===== config.mk =====
export PLATFORM = sky130hd
export DESIGN_NAME = gpio_banked
export DESIGN_NICKNAME = d
export VERILOG_FILES = /design/src/rtl/gpio_bk_pkg.sv /design/src/rtl/gpio_bk_sync.sv /design/src/rtl/gpio_bk_regfile.sv /design/src/rtl/gpio_bk_irq.sv /design/src/rtl/gpio_banked.sv
export SDC_FILE = /design/constraint.sdc
export NUM_CORES = 1
export LEC_CHECK = 0
export BUFFER_PORTS_ARGS = -buffer_cell sky130_fd_sc_hd__buf_2
export CAP_MARGIN = 20
export CORE_AREA = 2 2 231 176
export DETAILED_ROUTE_END_ITERATION = 12
export DIE_AREA = 0 0 233 178
export MAX_ROUTING_LAYER = met4
export SYNTH_ARGS = -nofsm -noshare
export SYNTH_HDL_FRONTEND = slang
export SYNTH_SLANG_ARGS = --single-unit

===== constraint.sdc =====
create_clock -name clk -period 1.65 [get_ports clk]
set_input_delay 0.0825 -clock clk [delete_from_list [all_inputs] [get_ports clk]]
set_output_delay 0.0825 -clock clk [all_outputs]
set_load 0.02 [all_outputs]

===== src/rtl/gpio_bk_pkg.sv =====
package gpio_bk_pkg;

  typedef enum logic [3:0] {
    SEL_IDENT   = 4'd0,
    SEL_BANKEN  = 4'd2,
    SEL_DIR     = 4'd4,
    SEL_OUT     = 4'd5,
    SEL_OUTSET  = 4'd6,
    SEL_OUTCLR  = 4'd7,
    SEL_IN      = 4'd8,
    SEL_RISESET = 4'd9,
    SEL_RISECLR = 4'd10,
    SEL_FALLSET = 4'd11,
    SEL_FALLCLR = 4'd12,
    SEL_STATUS  = 4'd13
  } reg_sel_e;

  localparam int unsigned NUM_BANKS = 2;

endpackage


===== src/rtl/gpio_bk_sync.sv =====
module gpio_bk_sync #(
  parameter int unsigned WIDTH = 32
) (
  input  logic             clk,
  input  logic             rst_n,
  input  logic [WIDTH-1:0] pin_in,
  output logic [WIDTH-1:0] level,
  output logic [WIDTH-1:0] rise,
  output logic [WIDTH-1:0] fall
);

  logic [WIDTH-1:0] stage1_q;
  logic [WIDTH-1:0] stage2_q;
  logic [WIDTH-1:0] prev_q;

  generate
    for (genvar i = 0; i < WIDTH; i++) begin : g_pin
      always_ff @(posedge clk or negedge rst_n) begin
        if (!rst_n) begin
          stage1_q[i] <= 1'b0;
          stage2_q[i] <= 1'b0;
          prev_q[i]   <= 1'b0;
        end else begin
          stage1_q[i] <= pin_in[i];
          stage2_q[i] <= stage1_q[i];
          prev_q[i]   <= stage2_q[i];
        end
      end
      assign rise[i] = stage2_q[i] & ~prev_q[i];
      assign fall[i] = ~stage2_q[i] & prev_q[i];
    end
  endgenerate

  assign level = stage2_q;

  // A pin held at least two clocks never shows edges in consecutive cycles
  AST_EDGE_SPACED: assert property (@(posedge clk) disable iff (!rst_n)
    (|(rise | fall)) |=> (((rise | fall) & $past(rise | fall)) == '0));

endmodule


===== src/rtl/gpio_bk_regfile.sv =====
module gpio_bk_regfile
  import gpio_bk_pkg::*;
#(
  parameter int unsigned BANK_W   = 16,
  parameter int unsigned ID_VALUE = 32'h4750_3210,
  localparam int unsigned W       = 2 * BANK_W
) (
  input  logic                 clk,
  input  logic                 rst_n,
  input  logic                 bus_sel,
  input  logic                 bus_wr,
  input  logic [3:0]           bus_addr,
  input  logic [W-1:0]         bus_wdata,
  input  logic [W-1:0]         in_level,
  input  logic [W-1:0]         status,
  output logic [W-1:0]         dir_q,
  output logic [W-1:0]         out_q,
  output logic [W-1:0]         rise_en_q,
  output logic [W-1:0]         fall_en_q,
  output logic [NUM_BANKS-1:0] bank_en_q,
  output logic                 stat_clr_we,
  output logic [W-1:0]         stat_clr_data,
  output logic [W-1:0]         bus_rdata
);

  function automatic logic [W-1:0] set_clear(input logic [W-1:0] cur,
                                             input logic [W-1:0] set_m,
                                             input logic [W-1:0] clr_m);
    return (cur | set_m) & ~clr_m;
  endfunction

  reg_sel_e sel;
  logic     wr_en;
  logic     out_touch;
  logic     trig_touch;

  assign sel        = reg_sel_e'(bus_addr);
  assign wr_en      = bus_sel & bus_wr;
  assign out_touch  = wr_en && (sel == SEL_OUT || sel == SEL_OUTSET || sel == SEL_OUTCLR);
  assign trig_touch = wr_en && (sel == SEL_RISESET || sel == SEL_RISECLR ||
                                sel == SEL_FALLSET || sel == SEL_FALLCLR);

  assign stat_clr_we   = wr_en && (sel == SEL_STATUS);
  assign stat_clr_data = bus_wdata;

  always_ff @(posedge clk or negedge rst_n) begin
    if (!rst_n) begin
      dir_q     <= '1;
      out_q     <= '0;
      rise_en_q <= '0;
      fall_en_q <= '0;
      bank_en_q <= '0;
    end else if (wr_en) begin
      case (sel)
        SEL_BANKEN:  bank_en_q <= bus_wdata[NUM_BANKS-1:0];
        SEL_DIR:     dir_q     <= bus_wdata;
        SEL_OUT:     out_q     <= bus_wdata;
        SEL_OUTSET:  out_q     <= set_clear(out_q, bus_wdata, '0);
        SEL_OUTCLR:  out_q     <= set_clear(out_q, '0, bus_wdata);
        SEL_RISESET: rise_en_q <= set_clear(rise_en_q, bus_wdata, '0);
        SEL_RISECLR: rise_en_q <= set_clear(rise_en_q, '0, bus_wdata);
        SEL_FALLSET: fall_en_q <= set_clear(fall_en_q, bus_wdata, '0);
        SEL_FALLCLR: fall_en_q <= set_clear(fall_en_q, '0, bus_wdata);
        default: ;
      endcase
    end
  end

  always_comb begin
    bus_rdata = '0;
    case (sel)
      SEL_IDENT:   bus_rdata = W'(ID_VALUE);
      SEL_BANKEN:  bus_rdata = W'(bank_en_q);
      SEL_DIR:     bus_rdata = dir_q;
      SEL_OUT:     bus_rdata = out_q;
      SEL_OUTSET:  bus_rdata = out_q;
      SEL_OUTCLR:  bus_rdata = out_q;
      SEL_IN:      bus_rdata = in_level;
      SEL_RISESET: bus_rdata = rise_en_q;
      SEL_RISECLR: bus_rdata = rise_en_q;
      SEL_FALLSET: bus_rdata = fall_en_q;
      SEL_FALLCLR: bus_rdata = fall_en_q;
      SEL_STATUS:  bus_rdata = status;
      default:     bus_rdata = '0;
    endcase
  end

  AST_OUT_HOLD: assert property (@(posedge clk) disable iff (!rst_n)
    !out_touch |=> $stable(out_q));
  AST_SET_DRIVES_HIGH: assert property (@(posedge clk) disable iff (!rst_n)
    (wr_en && sel == SEL_OUTSET) |=> ((out_q & $past(bus_wdata)) == $past(bus_wdata)));
  AST_CLR_DRIVES_LOW: assert property (@(posedge clk) disable iff (!rst_n)
    (wr_en && sel == SEL_OUTCLR) |=> ((out_q & $past(bus_wdata)) == '0));
  AST_TRIG_HOLD: assert property (@(posedge clk) disable iff (!rst_n)
    !trig_touch |=> ($stable(rise_en_q) && $stable(fall_en_q)));

endmodule


===== src/rtl/gpio_bk_irq.sv =====
module gpio_bk_irq
  import gpio_bk_pkg::*;
#(
  parameter int unsigned BANK_W = 16,
  parameter int unsigned DMA_N  = 10,
  localparam int unsigned W     = 2 * BANK_W
) (
  input  logic                 clk,
  input  logic                 rst_n,
  input  logic [W-1:0]         rise,
  input  logic [W-1:0]         fall,
  input  logic [W-1:0]         rise_en,
  input  logic [W-1:0]         fall_en,
  input  logic [NUM_BANKS-1:0] bank_en,
  input  logic                 stat_clr_we,
  input  logic [W-1:0]         stat_clr_data,
  output logic [W-1:0]         status,
  output logic [BANK_W-1:0]    irq_pin,
  output logic                 irq_bank1,
  output logic [DMA_N-1:0]     dma_evt
);

  function automatic logic [W-1:0] armed_edges(input logic [W-1:0] r,
                                               input logic [W-1:0] f,
                                               input logic [W-1:0] re,
                                               input logic [W-1:0] fe);
    return (r & re) | (f & fe);
  endfunction

  function automatic logic [W-1:0] status_step(input logic [W-1:0] cur,
                                               input logic [W-1:0] hit,
                                               input logic [W-1:0] clr);
    return (cur & ~clr) | hit;
  endfunction

  logic [W-1:0] edge_hit;
  logic [W-1:0] clr_mask;

  assign edge_hit = armed_edges(rise, fall, rise_en, fall_en);
  assign clr_mask = stat_clr_we ? stat_clr_data : '0;

  always_ff @(posedge clk or negedge rst_n) begin
    if (!rst_n) status <= '0;
    else        status <= status_step(status, edge_hit, clr_mask);
  end

  assign irq_pin   = bank_en[0] ? edge_hit[BANK_W-1:0] : '0;
  assign irq_bank1 = bank_en[1] & (|status[W-1:BANK_W]);

  generate
    for (genvar i = 0; i < DMA_N; i++) begin : g_dma
      assign dma_evt[i] = irq_pin[i];
    end
  endgenerate

  AST_STATUS_SET: assert property (@(posedge clk) disable iff (!rst_n)
    (|edge_hit) |=> ((status & $past(edge_hit)) == $past(edge_hit)));
  AST_STATUS_CLR: assert property (@(posedge clk) disable iff (!rst_n)
    $past(stat_clr_we) |-> ((status & $past(stat_clr_data & ~edge_hit)) == '0));
  AST_DMA_ONE_CYCLE: assert property (@(posedge clk) disable iff (!rst_n)
    (|dma_evt) |=> ((dma_evt & $past(dma_evt)) == '0));
  AST_BANK1_DROP: assert property (@(posedge clk) disable iff (!rst_n)
    ($fell(irq_bank1) && $past(bank_en[1]) && bank_en[1]) |-> $past(stat_clr_we));

endmodule


===== src/rtl/gpio_banked.sv =====
module gpio_banked
  import gpio_bk_pkg::*;
#(
  parameter int unsigned BANK_W   = 16,
  parameter int unsigned DMA_N    = 10,
  parameter int unsigned ID_VALUE = 32'h4750_3210,
  localparam int unsigned W       = 2 * BANK_W
) (
  input  logic              clk,
  input  logic              rst_n,
  input  logic              bus_sel,
  input  logic              bus_wr,
  input  logic [3:0]        bus_addr,
  input  logic [W-1:0]      bus_wdata,
  output logic [W-1:0]      bus_rdata,
  input  logic [W-1:0]      pin_in,
  output logic [W-1:0]      pin_out,
  output logic [W-1:0]      pin_oe,
  output logic [BANK_W-1:0] irq_pin,
  output logic              irq_bank1,
  output logic [DMA_N-1:0]  dma_evt
);

  logic [W-1:0]         level;
  logic [W-1:0]         rise;
  logic [W-1:0]         fall;
  logic [W-1:0]         status;
  logic [W-1:0]         dir_q;
  logic [W-1:0]         out_q;
  logic [W-1:0]         rise_en_q;
  logic [W-1:0]         fall_en_q;
  logic [NUM_BANKS-1:0] bank_en_q;
  logic                 stat_clr_we;
  logic [W-1:0]         stat_clr_data;

  gpio_bk_sync #(.WIDTH(W)) u_sync (
    .clk    (clk),
    .rst_n  (rst_n),
    .pin_in (pin_in),
    .level  (level),
    .rise   (rise),
    .fall   (fall)
  );

  gpio_bk_regfile #(.BANK_W(BANK_W), .ID_VALUE(ID_VALUE)) u_regs (
    .clk           (clk),
    .rst_n         (rst_n),
    .bus_sel       (bus_sel),
    .bus_wr        (bus_wr),
    .bus_addr      (bus_addr),
    .bus_wdata     (bus_wdata),
    .in_level      (level),
    .status        (status),
    .dir_q         (dir_q),
    .out_q         (out_q),
    .rise_en_q     (rise_en_q),
    .fall_en_q     (fall_en_q),
    .bank_en_q     (bank_en_q),
    .stat_clr_we   (stat_clr_we),
    .stat_clr_data (stat_clr_data),
    .bus_rdata     (bus_rdata)
  );

  gpio_bk_irq #(.BANK_W(BANK_W), .DMA_N(DMA_N)) u_irq (
    .clk           (clk),
    .rst_n         (rst_n),
    .rise          (rise),
    .fall          (fall),
    .rise_en       (rise_en_q),
    .fall_en       (fall_en_q),
    .bank_en       (bank_en_q),
    .stat_clr_we   (stat_clr_we),
    .stat_clr_data (stat_clr_data),
    .status        (status),
    .irq_pin       (irq_pin),
    .irq_bank1     (irq_bank1),
    .dma_evt       (dma_evt)
  );

  assign pin_out = out_q;
  assign pin_oe  = ~dir_q;

endmodule


==> results of run 1 <==
[cells by family (layout without fill, tap and decap cells)]
kind of cell,Yosys count,after routing,share of synthesized area [%]
other,0,1,0
AND/OR/NAND/NOR,256,256,11.0
multiplexers,27,27,2.35
buffers and inverters,176,538,6.41
AO/OA/AOI/OAI,434,434,24.2
XOR/XNOR,1,1,0.140
flip-flops,258,258,55.9
[per-layer routing]
metal / up-vias / routed length (um) / track usage [%]
met5: - / 0 / -
met1: 5340 / 19600 / 30.1
met4: 0 / 2030 / 9.29
met2: 528 / 19800 / 32.0
met3: 139 / 3560 / 4.52
li1: 4819 / - / -
[synthesized netlist by cell type (2+ instances only)]
cell      count
a21o_1       33
a21oi_1      70
a221o_1       2
a222oi_1     10
a22o_1       47
a22oi_1      33
a31oi_1      67
a32oi_1       2
and2_1       20
and4b_1       2
buf_1         5
buf_2        32
buf_4        12
clkbuf_1     73
dfrtp_1     226
dfstp_2      32
inv_1        54
mux2_2        2
mux2i_1      25
nand2_1     130
nand2b_1      9
nand3_1      12
nand3b_1     34
nor2_1       26
nor2b_1       8
nor3_2        2
nor3_4        2
nor4_1        4
o211ai_1     10
o21a_1        2
o21ai_0     122
o21ai_1       5
o221ai_1      6
o32a_1        2
o32ai_1      18
[stage by stage]
step | worst slack, ns | total power [mW] | cells | cell area, um2
after global placement | -0.104 | 12.2 | 1858 | 13900
after global routing | -0.445 | 21.0 | 2035 | 16700
after CTS | -0.427 | 19.9 | 2018 | 16400
final | -0.408 | 20.1 | 2035 | 16700
after floorplan | 0.213 | 10.5 | 1152 | 11600
after detailed placement | -0.120 | 12.3 | 1858 | 13900
[worst reg2reg max path: stages, from the launching register on]
cell,delay (ns)
dfrtp_1,0.41
nand3b_1,0.15
o21ai_2,0.07
buf_4,0.13
buf_4,0.12
buf_4,0.12
buf_4,0.12
buf_4,0.12
a21o_1,0.14
[area by class of cell]
class	instances	area, um2
Fill cell	3680	22500
Clock buffer	37	806
Clock inverter	15	196
Timing Repair Buffer	432	3510
Inverter	54	203
Antenna cell	1	2.50
Multi-Input combinational cell	718	4840
Sequential cell	258	6510
Tap cell	520	651
[power groups by stage]
stage               Combinational, mW  Clock [mW]  Sequential [mW]
detailed placement               3.98           0             8.35
global placement                 3.90           0             8.33
CTS                              4.78        6.93             8.21
global route                     5.41        7.20             8.35
floorplan                        2.25           0             8.24
finish                           5.00        6.81             8.25
[repair_timing]
item	4_1_cts	5_1_grt
buffers inserted	44	19
endpoints found under the setup margin	59	60
hold buffers	65	0
hold endpoints to repair	373	0
resized for setup	194	48
cloned	0	0
pin swaps	77	37
[path summary, 6_finish.rpt]
path | from | depth (start not counted) | endpoint | slack (ns)
setup / recovery | u_sync.level[13] | 4 | bus_rdata[13] | -0.41
hold / removal | rst_n | 2 | u_sync.level[25] | 0.10
setup reg to reg | u_sync.level[3] | 8 | u_irq.status[3] | 0.19
hold reg to reg | u_sync.stage1_q[22] | 0 | u_sync.level[22] | 0.34
max in group asynchronous | rst_n | 3 | u_regs.dir_q[6] | 0.78
min in group clk | pin_in[14] | 2 | u_sync.stage1_q[14] | 0.16
==> impl_metrics.py, run 1 <==
metrics = {
    "logic_synthesis": {
        "synth-seq-area-share_pct": 55.9,
        "yosysTopAreaCell": "dfrtp_1",
        "syn_area_per_cell_um2": 10.1,
        "synth.area.top_cells": "dfrtp_1 49%, dfstp_2 7.2%, o21ai_0 5.2%, nand2_1 4.2%, a31oi_1 3.6%",
        "synth_top_area_share_pct": 48.6,
        "syn_inst": 1152,
        "ys.flop_type": "dfrtp_1",
        "async_flop_share_pct": 100,
        "synth-edff-count": 0,
        "synth_seq_cells": 258,
        "synth_nets": 1224,
        "syn-cell-area_um2": 11600,
        "ys_warn_count": 0,
        "yosysUniqueCellTypes": 48,
    },
    "route": {
        "drtIter0Drc": 1114,
        "vias": 10800,
        "wl_per_cell_um": 22.1,
        "first_pass_iters": 8,
        "via_per_inst": 5.32,
        "drt-total-wl_um": 45000,
        "ant_nets": 0,
        "drc": 0,
    },
    "worst_setup_path": {
        "cp_top_family": "compound AO/OA/AOI/OAI gates",
        "crit_buf_inv": 1,
        "path_class": "register to output port",
        "critPathMaxStageDelay_ns": 0.43,
        "slowest_stage": "dfrtp_1",
        "required_ns": 1.57,
        "critPathLaunchType": "register",
        "cp.arrival_ns": 1.98,
        "crit_fanout": 2,
        "end_kind": "output port",
        "crit_chain": "a22o_1 -> a222oi_1 -> o21ai_2 -> buf_6",
    },
    "timing": {
        "whs_ns": 0.104,
        "final.period_utilization_pct": 125,
        "period_needed_ns": 2.06,
        "tns_ns": -5.04,
        "slew-limit-headroom_pct": 54.4,
        "finalMaxSlewViolations": 0,
        "hold_viol": 0,
        "final-setup-viol-count": 38,
        "max_freq_mhz": 486,
        "setup_slack_ns": -0.408,
        "tightest_slew_ns": 0.684,
        "rsz0062_at_grt": "true",
        "fin_worst_skew_ns": 0.00958,
    },
    "place": {
        "io_buffer_count": 194,
        "gp_congestion": 0.909,
        "dp_hpwl_um": 30800,
    },
    "clock_tree": {
        "clkSinkCount": 258,
        "cts_tree": "yes",
        "cts_buffers": 28,
        "cts_buffer_depth": 3,
        "cts_max_level": 1,
        "insertion_delay_ns": 0.56,
        "clk_pin_slew_ns": 0.06,
        "cts-root-buf": "clkbuf_16",
    },
    "finish": {
        "utilization_pct": 42.7,
        "layout_common_cells": "218 x dfrtp_1, 162 x buf_4, 136 x buf_2, 128 x nand2_1, 85 x o21ai_0",
        "nets": 1564,
        "area_delta_synth_final_pct": 43.7,
        "layout-drive-gt1-share_pct": 36.4,
        "final_common_cell": "dfrtp_1",
    },
    "floorplanning": {
        "die_area_um2": 41500,
        "die_x_um": 233,
        "rows": 63,
        "initial_core_util_pct": 29.7,
        "chipHeight_um": 178,
        "pin_count": 195,
        "core_um2": 39200,
    },
    "grt": {
        "overflow": 0,
        "grt_use_total_pct": 22.1,
        "grt_pass1_vias": 10900,
        "antenna_found_initial": 1,
        "grt_pass1_wl_um": 66900,
        "grt_max_degree": 70,
    },
    "flow_run": {
        "max_cap_violations": 0,
    },
    "outcome": {
        "violations": "setup timing",
        "status": "finished, violations left",
    },
    "pwr": {
        "p_leak_nw": 7.41,
        "intPower_mw": 13.7,
        "pwr-share-clk_pct": 34.0,
        "p_per_area_nw_per_um2": 1200,
        "peakVddDrop_mv": 0.716,
        "p_sw_share_pct": 31.9,
        "seqPwrFrac_pct": 41.1,
        "power_frac_comb_pct": 24.9,
        "switchingPower_mw": 6.40,
    },
    "hold_path": {
        "hold_path.class": "input port to asynchronous set/reset pin",
    },
}
Power figures use the tool's default switching activity.
==> inputs of run 2 (changes only) <==
Settings changed: SLEW_MARGIN set to 20.
Clock period 1.65 ns to 1.7 ns, I/O delays scaled along.
==> run 2 against run 1 <==
The run still ends with setup timing left. Cell count fell by 0.84%. Core utilization fell by 0.93 points. Sequential cell count did not move. Non-clock buffer count fell by 18. First-iteration DRC count rose by 3.4%. Clock skew rose by 0.00088 ns. Design area fell by 2.2%. Clock power fell by 12%. Worst setup slack got worse by 0.052 ns. Via count fell by 1.5%. Global-route usage fell by 0.68 points.
==> impl_metrics.py, run 2 (same netlist as run 1, synthesis figures left out) <==
metrics = {
    "outcome": {
        "status": "finished, violations left",
        "violations": "setup timing",
    },
    "timing": {
        "finalMaxSlewViolations": 0,
        "final-setup-viol-count": 35,
        "fin_worst_skew_ns": 0.0105,
        "max_freq_mhz": 463,
        "period_needed_ns": 2.16,
        "slew-limit-headroom_pct": 69.8,
        "rsz0062_at_grt": "true",
        "hold_viol": 0,
        "setup_slack_ns": -0.460,
        "tightest_slew_ns": 0.453,
        "final.period_utilization_pct": 127,
    },
    "clock_tree": {
        "cts_max_level": 1,
        "cts_buffers": 28,
        "cts_buffer_depth": 3,
        "cts_tree": "yes",
        "cts-root-buf": "clkbuf_16",
        "clkSinkCount": 258,
        "clk_pin_slew_ns": 0.06,
        "insertion_delay_ns": 0.57,
    },
    "grt": {
        "grt_pass1_vias": 10400,
        "grt_max_degree": 52,
        "overflow": 0,
        "antenna_found_initial": 2,
        "grt_use_total_pct": 21.4,
        "grt_pass1_wl_um": 64900,
    },
    "floorplanning": {
        "initial_core_util_pct": 29.7,
        "chipHeight_um": 178,
        "core_um2": 39200,
        "rows": 63,
        "pin_count": 195,
        "die_x_um": 233,
        "die_area_um2": 41500,
    },
    "route": {
        "first_pass_iters": 5,
        "via_per_inst": 5.28,
        "drt-total-wl_um": 43700,
        "drc": 0,
        "drtIter0Drc": 1152,
        "ant_nets": 0,
        "wl_per_cell_um": 21.7,
        "vias": 10700,
    },
    "hold_path": {
        "hold_path.class": "input port to asynchronous set/reset pin",
    },
    "worst_setup_path": {
        "path_class": "register to output port",
        "required_ns": 1.62,
        "crit_fanout": 2,
        "end_kind": "output port",
        "critPathLaunchType": "register",
        "cp.arrival_ns": 2.08,
    },
    "finish": {
        "final_common_cell": "dfrtp_1",
        "layout_common_cells": "219 x dfrtp_1, 158 x buf_4, 137 x buf_2, 130 x nand2_1, 86 x o21ai_0",
        "final_cell_area_um2": 16300,
        "area_delta_synth_final_pct": 40.5,
        "layout-drive-gt1-share_pct": 34.2,
        "final_cells": 2018,
        "nets": 1546,
    },
    "place": {
        "io_buffer_count": 194,
        "gp_congestion": 0.869,
        "dp_hpwl_um": 30300,
        "placed_area_um2": 13800,
        "place_inst": 1853,
    },
    "pwr": {
        "p_leak_nw": 7.22,
        "peakVddDrop_mv": 0.880,
        "p_per_area_nw_per_um2": 1150,
    },
    "flow_run": {
        "max_cap_violations": 0,
    },
}
[run 2: area by class of cell]
class | count | area, um2
clock inverters | 6 | 71.3
diodes | 3 | 7.51
flip-flops and latches | 258 | 6500
clock buffers | 45 | 835
repair buffers | 414 | 3300
multi-input cells | 718 | 4770
well taps | 520 | 651
fillers | 3752 | 22800
inverters | 54 | 203
[run 2: what timing repair did]
item | 4_1_cts | 5_1_grt
setup endpoints to repair | 56 | 58
hold endpoints to repair | 421 | 0
gates resized for setup | 159 | 50
buffers inserted | 34 | 12
hold buffers | 65 | 0
pin swaps | 75 | 32
[run 2: worst max-delay path, stage by stage (launching register included)]
cell and delay (ns):
dfrtp_2 0.44, a22o_1 0.22, a222oi_1 0.40, o21ai_1 0.23, buf_4 0.21
[run 2: through the flow]
stage                     setup TNS (ns)  total power [mW]  worst slack (ns)  hold WS, ns  utilization, %
after floorplan                        0              10.2             0.258       -0.211               -
after global placement            -0.730              11.8           -0.0997       0.0504            35.2
after detailed placement           -1.73              11.9           -0.0940       0.0447            35.2
after CTS                          -4.22              18.6            -0.444       0.0452            41.1
after global routing               -6.41              19.6            -0.558       0.0780            41.7
final                              -3.75              18.7            -0.460       0.0486            41.7
[run 2: final timing paths]
check,start,endpoint,slack (ns),cells after the start
max,u_sync.level[13],bus_rdata[13],-0.46,4
min,rst_n,u_sync.stage1_q[25],0.05,2
max reg2reg,u_sync.level[13],u_irq.status[13],0.38,7
min reg2reg,u_sync.stage1_q[24],u_sync.level[24],0.35,0
max in group asynchronous,rst_n,u_regs.dir_q[5],0.93,3
min in group clk,bus_wr,register,0.07,3
[run 2: power breakdown]
group	internal, mW	switching [mW]
clock	3.50	2.52
combinational	2.06	2.67
sequential	7.18	0.806
total	12.7	6.00
[run 2: metal layers]
metal	track usage [%]	share of wire, %	vias to the layer above	wire length, um
li1	-	-	4784	-
met1	29.5	45	5312	19600
met2	31.6	44	474	19400
met3	3.92	7.5	89	3260
met4	7.51	3.4	0	1510
met5	-	0	-	0
